**config.mk**
```make
export PLATFORM = sky130hd
export DESIGN_NAME = field_alter_unit
export DESIGN_NICKNAME = d
export VERILOG_FILES = /design/src/rtl/fal_pkg.sv /design/src/rtl/fal_field_step.sv /design/src/rtl/fal_pending.sv /design/src/rtl/field_alter_unit.sv
export SDC_FILE = /design/constraint.sdc
export NUM_CORES = 1
export LEC_CHECK = 0
export BUFFER_PORTS_ARGS = -buffer_cell sky130_fd_sc_hd__buf_4
export CAP_MARGIN = 20
export CORE_ASPECT_RATIO = 0.9
export CORE_MARGIN = 3
export CORE_UTILIZATION = 50
export CTS_CLUSTER_SIZE = 40
export DETAILED_ROUTE_END_ITERATION = 7
export PLACE_DENSITY = 0.82
export RECOVER_POWER = 50
export SKIP_CTS_REPAIR_TIMING = 1
export SYNTH_ARGS = -nofsm -noshare
export SYNTH_HDL_FRONTEND = slang
export SYNTH_HIERARCHICAL = 1
export SYNTH_SLANG_ARGS = --single-unit
```
**constraint.sdc**
```tcl
create_clock -name clk -period 4.1 [get_ports clk]
set_input_delay 0.615 -clock clk [delete_from_list [all_inputs] [get_ports clk]]
set_output_delay 0.615 -clock clk [all_outputs]
set_load 0.05 [all_outputs]
```
**src/rtl/fal_pkg.sv**
```systemverilog
package fal_pkg;

    localparam int WORD_W = 32;
    localparam int FLD_W  = 9;
    localparam int CTL_W  = 9;
    localparam int HEAD_W = 14;
    localparam int NFLD   = 3;

    localparam int SRC_LO  = 0;
    localparam int DST_LO  = SRC_LO + FLD_W;
    localparam int HEAD_LO = DST_LO + FLD_W;
    localparam int GRP_LO  = HEAD_LO + 1;
    localparam int COND_LO = GRP_LO + FLD_W;

    localparam int IX_SRC = 0;
    localparam int IX_DST = 1;
    localparam int IX_GRP = 2;

    typedef enum logic [1:0] {
        STEP_NONE = 2'b00,
        STEP_COPY = 2'b01,
        STEP_DEC  = 2'b10,
        STEP_INC  = 2'b11
    } step_e;

    typedef struct packed {
        step_e dst_step;
        logic  dst_sub;
        step_e src_step;
        logic  src_sub;
        step_e grp_step;
        logic  res_sub;
        logic  wr_cancel;
        logic  head_sub;
    } ctl_t;

    typedef struct packed {
        logic              dst_en;
        logic [FLD_W-1:0]  dst;
        logic              src_en;
        logic [FLD_W-1:0]  src;
        logic              res_en;
        logic [FLD_W-1:0]  res;
        logic              cancel;
        logic              head_en;
        logic [HEAD_W-1:0] head;
    } pend_t;

    function automatic ctl_t decode_ctl(input logic [CTL_W-1:0] c);
        ctl_t       o;
        logic [2:0] r;
        r           = c[8:6];
        o.dst_step  = step_e'(c[4:3]);
        o.dst_sub   = c[5];
        o.src_step  = step_e'(c[1:0]);
        o.src_sub   = c[2];
        o.grp_step  = r[1] ? step_e'({1'b1, r[0]}) : STEP_NONE;
        o.res_sub   = r[2] && (r != 3'b101);
        o.wr_cancel = (r == 3'b001);
        o.head_sub  = (r == 3'b101);
        return o;
    endfunction

endpackage

```
**src/rtl/fal_field_step.sv**
```systemverilog
module fal_field_step
    import fal_pkg::*;
#(
    parameter int W = FLD_W
) (
    input  logic [W-1:0] own,
    input  logic [W-1:0] other,
    input  step_e        step,
    output logic [W-1:0] nxt
);

    always_comb begin
        unique case (step)
            STEP_NONE: nxt = own;
            STEP_COPY: nxt = other;
            STEP_DEC:  nxt = own - W'(1);
            STEP_INC:  nxt = own + W'(1);
            default:   nxt = own;
        endcase
    end

endmodule

```
**src/rtl/fal_pending.sv**
```systemverilog
module fal_pending
    import fal_pkg::*;
(
    input  logic              clk,
    input  logic              rst,
    input  logic              load,
    input  ctl_t              cw,
    input  logic [WORD_W-1:0] d_cur,
    input  logic              nx_valid,
    input  logic [WORD_W-1:0] nx_word,
    output logic [WORD_W-1:0] nx_out,
    output logic              nx_res_ovr,
    output logic [FLD_W-1:0]  nx_res_reg,
    output logic              nx_wr_cancel
);

    pend_t pend_q;
    pend_t pend_d;
    logic  pend_any;

    // capture pre-step field values
    always_comb begin
        pend_d         = '0;
        pend_d.dst_en  = cw.dst_sub;
        pend_d.dst     = d_cur[DST_LO +: FLD_W];
        pend_d.src_en  = cw.src_sub;
        pend_d.src     = d_cur[SRC_LO +: FLD_W];
        pend_d.res_en  = cw.res_sub;
        pend_d.res     = d_cur[GRP_LO +: FLD_W];
        pend_d.cancel  = cw.wr_cancel;
        pend_d.head_en = cw.head_sub;
        pend_d.head    = d_cur[HEAD_LO +: HEAD_W];
    end

    always_ff @(posedge clk) begin
        if (rst)
            pend_q <= '0;
        else if (load)
            pend_q <= pend_d;
        else if (nx_valid)
            pend_q <= '0;
    end

    assign pend_any = pend_q.dst_en | pend_q.src_en | pend_q.res_en
                    | pend_q.cancel | pend_q.head_en;

    always_comb begin
        nx_out = nx_word;
        if (nx_valid) begin
            if (pend_q.head_en) nx_out[HEAD_LO +: HEAD_W] = pend_q.head;
            if (pend_q.dst_en)  nx_out[DST_LO +: FLD_W]   = pend_q.dst;
            if (pend_q.src_en)  nx_out[SRC_LO +: FLD_W]   = pend_q.src;
        end
    end

    assign nx_res_ovr   = nx_valid & pend_q.res_en;
    assign nx_res_reg   = pend_q.res;
    assign nx_wr_cancel = nx_valid & pend_q.cancel;

    p_pass_clean_r1: assert property (@(posedge clk) disable iff (rst)
        (nx_valid && !pend_any) |-> (nx_out == nx_word && !nx_res_ovr && !nx_wr_cancel));

    p_one_shot_r10: assert property (@(posedge clk) disable iff (rst)
        (nx_valid && !load) |=> !pend_any);

    p_hold_idle_r10: assert property (@(posedge clk) disable iff (rst)
        (!nx_valid && !load) |=> $stable(pend_q));

    p_dst_prestep_r6: assert property (@(posedge clk) disable iff (rst)
        (load && cw.dst_sub) |=> (nx_valid -> nx_out[DST_LO +: FLD_W] == $past(d_cur[DST_LO +: FLD_W])));

    p_cancel_r8: assert property (@(posedge clk) disable iff (rst)
        (load && cw.wr_cancel) |=> (nx_valid -> nx_wr_cancel));

endmodule

```
**src/rtl/field_alter_unit.sv**
```systemverilog
module field_alter_unit
    import fal_pkg::*;
(
    input  logic              clk,
    input  logic              rst,
    input  logic              alt_valid,
    input  logic [31:0]       alt_d,
    input  logic [8:0]        alt_ctl,
    output logic [31:0]       d_new,
    output logic              d_we,
    input  logic              nx_valid,
    input  logic [31:0]       nx_word,
    output logic [31:0]       nx_out,
    output logic              nx_res_ovr,
    output logic [8:0]        nx_res_reg,
    output logic              nx_wr_cancel
);

    ctl_t             cw;
    logic [FLD_W-1:0] fld_cur [NFLD];
    logic [FLD_W-1:0] fld_oth [NFLD];
    logic [FLD_W-1:0] fld_new [NFLD];
    step_e            fld_stp [NFLD];

    assign cw = decode_ctl(alt_ctl);

    always_comb begin
        fld_cur[IX_SRC] = alt_d[SRC_LO +: FLD_W];
        fld_cur[IX_DST] = alt_d[DST_LO +: FLD_W];
        fld_cur[IX_GRP] = alt_d[GRP_LO +: FLD_W];
        fld_oth[IX_SRC] = alt_d[DST_LO +: FLD_W];
        fld_oth[IX_DST] = alt_d[SRC_LO +: FLD_W];
        fld_oth[IX_GRP] = alt_d[GRP_LO +: FLD_W];
        fld_stp[IX_SRC] = cw.src_step;
        fld_stp[IX_DST] = cw.dst_step;
        fld_stp[IX_GRP] = cw.grp_step;
    end

    for (genvar g = 0; g < NFLD; g++) begin : g_step
        fal_field_step #(.W(FLD_W)) u_step (
            .own   (fld_cur[g]),
            .other (fld_oth[g]),
            .step  (fld_stp[g]),
            .nxt   (fld_new[g])
        );
    end

    assign d_new = {alt_d[WORD_W-1:COND_LO], fld_new[IX_GRP], alt_d[HEAD_LO],
                    fld_new[IX_DST], fld_new[IX_SRC]};
    assign d_we  = alt_valid;

    fal_pending u_pend (
        .clk          (clk),
        .rst          (rst),
        .load         (alt_valid),
        .cw           (cw),
        .d_cur        (alt_d),
        .nx_valid     (nx_valid),
        .nx_word      (nx_word),
        .nx_out       (nx_out),
        .nx_res_ovr   (nx_res_ovr),
        .nx_res_reg   (nx_res_reg),
        .nx_wr_cancel (nx_wr_cancel)
    );

    p_dst_wrap_r4: assert property (@(posedge clk) disable iff (rst)
        (alt_valid && cw.dst_step == STEP_INC && alt_d[DST_LO +: FLD_W] == '1)
        |-> (d_new[DST_LO +: FLD_W] == '0 && d_new[WORD_W-1:GRP_LO] == alt_d[WORD_W-1:GRP_LO]));

    p_src_wrap_r4: assert property (@(posedge clk) disable iff (rst)
        (alt_valid && cw.src_step == STEP_DEC && alt_d[SRC_LO +: FLD_W] == '0)
        |-> (d_new[SRC_LO +: FLD_W] == '1));

    p_zero_ctl_r11: assert property (@(posedge clk) disable iff (rst)
        (alt_valid && alt_ctl == '0) |-> (d_new == alt_d));

endmodule

```
# [After elaboration in Yosys (flattened, before gate mapping)]
# Index checks and enable logic that the tools add are counted.
[classes] n_reduce_logical=6 bitwise=2 addsub=6 eq_ne=12 muxes=10
[ops] cell="46-bit two-way mux" count=2
[ops] cell="9-bit one-hot mux with 4 select lines" count=2
[ops] cell="32-bit two-way mux" count=1
[ops] cell="9-bit by 1-bit adder with 9-bit output, second input constant" count=3
[ops] cell="9-bit one-hot mux with 3 select lines" count=1
[ops] cell="9-bit by 1-bit subtractor with 9-bit output, second input constant" count=3
[ops] cell="9-bit two-way mux" count=2
[ops] cell="14-bit two-way mux" count=1
[ops] cell="2-bit equality test, second input constant" count=6
[ops] cell="2-bit by 1-bit equality test with 1-bit output, second input constant" count=3
[ops] cell="2-bit logical NOT" count=3
[ops] cell="3-bit by 1-bit equality test with 1-bit output, second input constant" count=1
[ops] cell="3-bit equality test, second input constant" count=1
[ops] cell="3-bit inequality test, second input constant" count=1
[ops] cell="1-bit AND" count=2
[ops] cell="2-bit two-way mux" count=1
[ops] cell="2-bit nonzero test" count=1
[ops] cell="2-bit OR reduction" count=1
[ops] cell="1-bit logical AND" count=1
[totals] word_cells=45 reg_bits=46 input_bits=77 output_inout_bits=76

# [Depth between registers and ports, before layout]
# Gate-level depths: netlist of the first run.
[depth] word_depth=4 ltp_mapped=10 ltp_nobuf=9

# [Hierarchy]
# Netlist of the first run, hierarchy kept.
[modules_own_cells] mod="fal_pending" seq_area_each_um2=740.7 area_per_inst_um2=1914.3 cells_per_inst=212 n_inst=1
[modules_own_cells] mod="fal_field_step" seq_area_each_um2=0.0 area_per_inst_um2=581.8 cells_per_inst=83 n_inst=3
[modules_own_cells] mod="field_alter_unit" seq_area_each_um2=0.0 area_per_inst_um2=86.3 cells_per_inst=12 n_inst=1

# [Worst setup path before layout of the first run]
# No wires, ideal clock.
[synth_path] path_type="in2out" from="in alt_ctl[6]" to="out d_new[25]" path_slack_ns=0.170 cell_stages=10 path_buffers=1 required_time_ns=3.485 arrival_ns=3.315 path_cell_list="and2_2 clkbuf_1 nand2_1 inv_1 fa_1 nand2b_1 a21oi_1 o21ai_0 and4b_1 nor3_1"
[synth_between] elab_chain_len=4 elab_cells_between_ends=7 cone_classes="eq/ne (3); mux (2); reduce/logical (2)"
[synth_lines] item="start, declared" line="field_alter_unit.sv:8" source="input logic [8:0] alt_ctl,"
[synth_lines] item="2-bit two-way mux (*)" line="fal_pkg.sv:57" source="o.grp_step = r[1] ? step_e'({1'b1, r[0]}) : STEP_NONE;"
[synth_lines] item="2-bit by 1-bit equality test with 1-bit output / 2-bit logical NOT (equally long branches)" line="fal_field_step.sv:13" source="unique case (step)"
[synth_lines] item="2-bit OR reduction (no line)"
[synth_lines] item="9-bit one-hot mux with 3 select lines (*)" line="fal_field_step.sv:13"
[synth_lines] item="end, declared" line="field_alter_unit.sv:9" source="output logic [31:0] d_new,"
# Mark *: on every way between the ends. The rest lies on a longest branch, timed or not.

==> impl_metrics.ini, run 1 <==
[synth]
synth.cell_area_um2 = 3750
async_flop_share_pct = 0
synth_edf_count = 0
synth_cell_types = 45
synth_area_per_cell_um2 = 7.92
synth_fp_nets = 577
syn_inst = 473
netlist.area_leader.share_pct = 19.8
synth_ff_type = dfxtp_1
synth_area_leader_cell = dfxtp_1
synth_seq_cells = 37
synth-seq-area-share_pct = 19.8
yosys_warnings = 6
synth_area_leaders = dfxtp_1 (20%), mux2_2 (11%), ha_1 (8.0%), o32ai_1 (7.9%), nand2_1 (5.5%)

[worst_setup_path]
cpLargestDelayFamily = simple AND/OR/NAND/NOR gates
cp.depth = 10
crit_path_cell_trace = buf_4, and2_2, nand2_1, ha_1, o21ai_1, a211oi_1, o31a_1, a211o_1, nor3_2, buf_4
critical_path_buf_inv_count = 2
cp-start-kind = primary input
path_max_fanout = 17
critPathKind = primary input to output port
cp_common_cell = buf_4
cp_slowest_stage_delay_ns = 0.40
cp.required_ns = 3.48
cp.arrival_ns = 2.97
reg2regPathDepth = 2
cp-end-kind = output port
critPathSlowestCell = ha_1

[flow_run]
maxCapViolCount = 1

[clocking]
cts_tree = yes
clk_pin_slew_ns = 0.08
htreeDepth = 2
cts_made_buffers = 5
insertion_delay_ns = 0.29
cts_buffer_depth = 2
cts_sinks = 37
cts_root_buffer = clkbuf_8

[final_layout]
utilization_pct = 66.5
postLayoutCellArea_um2 = 4750
drive_gt1_share_pct = 32.7
area_growth_pct = 26.9
diodes = 0
layout_commonest_cell = buf_4
largest_reg_flops = 29
layout_common_cells = buf_4 (132), nand2_1 (55), inv_1 (49)
fin_nets = 694

[pwr]
power_mw = 1.34
leakagePower_nw = 2.06
power-per-cell-area_nw_per_um2 = 281
ir_worst_vdd_mv = 0.147

[grt]
first_global_vias = 3428
grt_usage_pct = 23.7
antenna_found_initial = 0
grt_pass1_wl_mm = 16.7
grt_max_degree = 76
grt_remaining_overflow = 0

[sta]
setup_violations = 0
finalClockSkew_ns = 0
fin_crit_sh_pct = 87.4
worst_pin_slew_ns = 1.73
max_slew_margin_pct = -15.6
drv_slew = 39
rsz0062_at_grt = no
clock.fmax_mhz = 279
setup-tns-final_ns = 0
hold_violations = 0
final.min_clock_period_ns = 3.58

[place]
portBuffers = 152
hpwlAfterDp_mm = 8.26
place_area_um2 = 4760
globalplace.congestion = 0.891

[die]
io_pins = 153
initial_utilization_pct = 52.4
rows = 29
die_w_um = 97.2
dieArea_um2 = 8570
fp.dieH_um = 88.1
core_area_um2 = 7150

[routing]
viasPerCell = 5.60
first_iter_violations = 174
remaining_drc_errors = 0
wl_mm = 10.7
wl_per_cell_um = 15.7
detail-route-antenna-nets = 0
dr.pass1.iters = 5
vias = 3828

[worst_hold_path]
holdPathStages = 2
hold_class = flip-flop to flip-flop

[run_status]
violations = capacitance limit, slew limit
status = complete, but fails checks
## worst register-to-register path, stage by stage (launching register included)
cell	delay (ns)
dfxtp_1	0.35
or3b_2	0.45
a21oi_1	0.14
## kinds of logic (layout without fill, tap and decap cells)
kind of cell	count (synthesis)	in the layout	synth area share, %
AO/OA/AOI/OAI	121	121	23.7
XOR/XNOR	6	6	1.40
adder cells (fa/ha/maj)	27	27	9.62
buffers and inverters	93	211	11.9
flip-flops	37	37	19.8
multiplexers	47	47	13.8
AND/OR/NAND/NOR	142	142	19.8
## synth_stat cells, drive strengths merged (4+ instances only)
cell type and number:
mux2 38, nand2 55, nand3b 12, nor2b 12, a21oi 28, clkbuf 8, buf 36, dfxtp 37
nor2 23, and2 4, mux2i 9, nand2b 10, o21ai 15, ha 24, o32ai 36, a211oi 18
inv 49, nor3 9, nand3 6
## path summary, 6_finish.rpt
kind / from / to / slack [ns]
worst max-delay path: alt_ctl[6] / d_new[27] / 0.52
worst max register to register: u_pend/pend_q[42] / u_pend/pend_q[42] / 3.07
worst min-delay path: u_pend/pend_q[25] / u_pend/pend_q[25] / 0.47
worst min register to register: u_pend/pend_q[25] / u_pend/pend_q[25] / 0.47
## through the flow
| stage | instances | setup slack [ns] | hold WS (ns) |
|---|---|---|---|
| floorplan | 473 | 0.170 | 0.448 |
| global placement | 676 | 0.562 | 0.460 |
| detailed placement | 676 | 0.522 | 0.468 |
| CTS | 684 | 0.523 | 0.479 |
| global route | 684 | 0.234 | 0.491 |
| finish | 684 | 0.517 | 0.475 |
## report_power, final
group	switching, mW	total (mW)	leakage [nW]	internal (mW)
logic	0.449	0.697	1.71	0.247
registers	0.0108	0.388	0.304	0.377
clock network	0.136	0.253	0.0439	0.117
total	0.596	1.34	2.06	0.741
## metal layers
| metal | GRT usage (%) | vias up | routed length, um |
|---|---|---|---|
| li1 | - | 1928 | - |
| met1 | 32.7 | 1736 | 4900 |
| met2 | 39.7 | 151 | 4940 |
| met3 | 3.42 | 13 | 705 |
| met4 | 5.53 | 0 | 160 |
| met5 | 0 | - | 0 |
## area by class of cell
cell class	count	area, um2
Multi-Input combinational cell	343	2550
Sequential cell	37	741
Fill cell	629	2390
Timing Repair Buffer	154	1070
Tap cell	93	116
Inverter	49	184
Clock inverter	3	17.5
Clock buffer	5	68.8
Power figures use the tool's default switching activity.
==> run 2, diff against run 1 <==
--- a/config.mk
+++ b/config.mk
@@ -12,10 +12,9 @@
 export CORE_UTILIZATION = 50
 export CTS_CLUSTER_SIZE = 40
 export DETAILED_ROUTE_END_ITERATION = 7
-export PLACE_DENSITY = 0.82
+export PLACE_DENSITY = 0.84
 export RECOVER_POWER = 50
 export SKIP_CTS_REPAIR_TIMING = 1
 export SYNTH_ARGS = -nofsm -noshare
 export SYNTH_HDL_FRONTEND = slang
-export SYNTH_HIERARCHICAL = 1
 export SYNTH_SLANG_ARGS = --single-unit
==> impl_metrics.ini, run 2 <==
[final_layout]
area_growth_pct = 31.2
drive_gt1_share_pct = 34.0
largest_reg_flops = 29
diodes = 0
fill_cells = 569
fin_nets = 664
utilization_pct = 68.8
finalNonFillerCells = 652
layout_common_cells = buf_4 (135), nor2_1 (52), a21oi_1 (51)
layout_commonest_cell = buf_4
postLayoutCellArea_um2 = 4610

[die]
initial_utilization_pct = 52.4
core_area_um2 = 6690
io_pins = 153
die_w_um = 94.3
fp.dieH_um = 85.5
dieArea_um2 = 8060
rows = 28

[run_status]
status = complete, but fails checks
violations = capacitance limit, slew limit

[flow_run]
maxCapViolCount = 1

[sta]
final.min_clock_period_ns = 3.75
rsz0062_at_grt = no
fin_crit_sh_pct = 91.5
max_slew_margin_pct = -89.0
clock.fmax_mhz = 267
finalWorstSetupSlack_ns = 0.350
finalClockSkew_ns = 0
holdWs_ns = 0.561
setup-tns-final_ns = 0
worst_pin_slew_ns = 2.83
drv_slew = 76
hold_violations = 0
setup_violations = 0

[synth]
synth_most_common_cell = nor2_1
synth_edf_count = 0
syn_inst = 443
synthSimpleGateAreaFrac_pct = 24.3
yosys_warnings = 0
synth_compound_area_share_pct = 20.1
synth-xor-area-share_pct = 2.50
synth_area_leaders = dfxtp_1 (21%), mux2_2 (12%), nor3b_1 (8.6%), ha_1 (8.2%), a21oi_1 (7.3%)
synth_area_per_cell_um2 = 7.92
synth_fp_nets = 546
synth_fa_ha_area_share_pct = 9.91
synth_seq_cells = 37
synth_common_cells = nor2_1 (52), a21oi_1 (51), nor3b_1 (40)
synth-seq-area-share_pct = 21.1
synth_cell_types = 52
synth.cell_area_um2 = 3510
synth_area_leader_cell = dfxtp_1
async_flop_share_pct = 0
synth_top_family_by_area = simple AND/OR/NAND/NOR gates
synth_ff_type = dfxtp_1
synth_mux_area_share_pct = 15.3
netlist.area_leader.share_pct = 21.1

[clocking]
htreeDepth = 2
cts_buffer_depth = 2
clk_pin_slew_ns = 0.08
insertion_delay_ns = 0.28
cts_made_buffers = 5
cts_tree = yes
cts_root_buffer = clkbuf_8
cts_sinks = 37

[grt]
grt_max_degree = 76
first_global_vias = 3464
grt_pass1_wl_mm = 16.3
grt_usage_pct = 24.6
antenna_found_initial = 0
grt_remaining_overflow = 0

[place]
place_ws_ns = 0.410
dp.cells = 644
globalplace.congestion = 0.917
place_area_um2 = 4570
portBuffers = 152
hpwlAfterDp_mm = 7.89

[routing]
wl_mm = 10.2
detail-route-antenna-nets = 0
dr.pass1.iters = 5
vias = 3706
first_iter_violations = 167
wl_per_cell_um = 15.6
viasPerCell = 5.68
remaining_drc_errors = 0

[worst_setup_path]
cp.arrival_ns = 3.14
reg2reg_to = u_pend.pend_q[14]
worstReg2RegStart = u_pend.pend_q[14]
cp.required_ns = 3.48
critical_path_buf_inv_count = 2
critPathKind = primary input to output port
cpLargestDelayFamily = compound AO/OA/AOI/OAI gates
rrSetupSlack_ns = 3.07
cp-start-kind = primary input
crit_path_cell_trace = buf_4, nand2_1, fa_1, a211oi_2, o21ai_1, a2111o_1, a2111o_1, o211ai_2, buf_4
critPathCapture = d_new[27]
cp.depth = 9
crit_start = alt_ctl[7]
path_max_fanout = 15
cp_slowest_stage_delay_ns = 0.52
cp-end-kind = output port
reg2regPathDepth = 2
critPathSlowestCell = fa_1

[pwr]
leakagePower_nw = 2.01
power-per-cell-area_nw_per_um2 = 295
power_mw = 1.36
ir_worst_vdd_mv = 0.210

[worst_hold_path]
hold_class = primary input to flip-flop
hp-start = alt_ctl[2]
[run 2: changes by cell type after synthesis, sizes merged, moves of 13 or more]
cell   before  now
inv        49    7
nor3b       3   40
nand2      55   20
o32ai      36    1
nor2       23   52
a21oi      28   51
buf        36   23
[run 2: routing by layer]
layer / wire length, um / share of wire, % / GRT usage, % / vias to the layer above
li1: - / - / - / 1840
met5: 0 / 0 / 0 / -
met1: 4430 / 44 / 32.7 / 1726
met4: 102 / 1.0 / 3.94 / 0
met3: 708 / 7.0 / 5.05 / 12
met2: 4930 / 48 / 41.8 / 128
[run 2: kinds of logic after synthesis]
logic type,after synthesis
compound gates,113
simple gates,160
mux,49
flops,37
buf+inv,48
xor+xnor,10
fa+ha+maj,26
[run 2: tightest hold or removal path: stages]
cell and delay (ns):
buf_4 0.08, a21oi_1 0.05, nor2_1 0.07
[run 2: final cells by class]
class | count | area [um2] | area share (%)
Timing Repair Buffer | 152 | 1080 | 23.4
Sequential cell | 37 | 741 | 16.1
Clock buffer | 7 | 96.3 | 2.09
Tap cell | 90 | 113 | 2.44
Multi-Input combinational cell | 358 | 2550 | 55.3
Inverter | 7 | 26.3 | 0.570
Clock inverter | 1 | 5.00 | 0.109
[run 2: how the worst min path moves through the flow]
stage / end / slack, ns / cells after the start
2_1_floorplan: u_pend.pend_q[14] / 0.56 / 2
3_3_place_gp: u_pend.pend_q[14] / 0.57 / 2
3_5_place_dp: u_pend.pend_q[14] / 0.59 / 2
4_1_cts: u_pend.pend_q[35] / 0.55 / 3
5_1_grt: u_pend.pend_q[0] / 0.58 / 3
6_report: u_pend.pend_q[35] / 0.56 / 3
[run 2: power breakdown]
group | switching [mW] | total (mW) | internal (mW)
logic | 0.449 | 0.698 | 0.249
clock network | 0.122 | 0.273 | 0.152
registers | 0.00895 | 0.385 | 0.376
total | 0.580 | 1.36 | 0.777
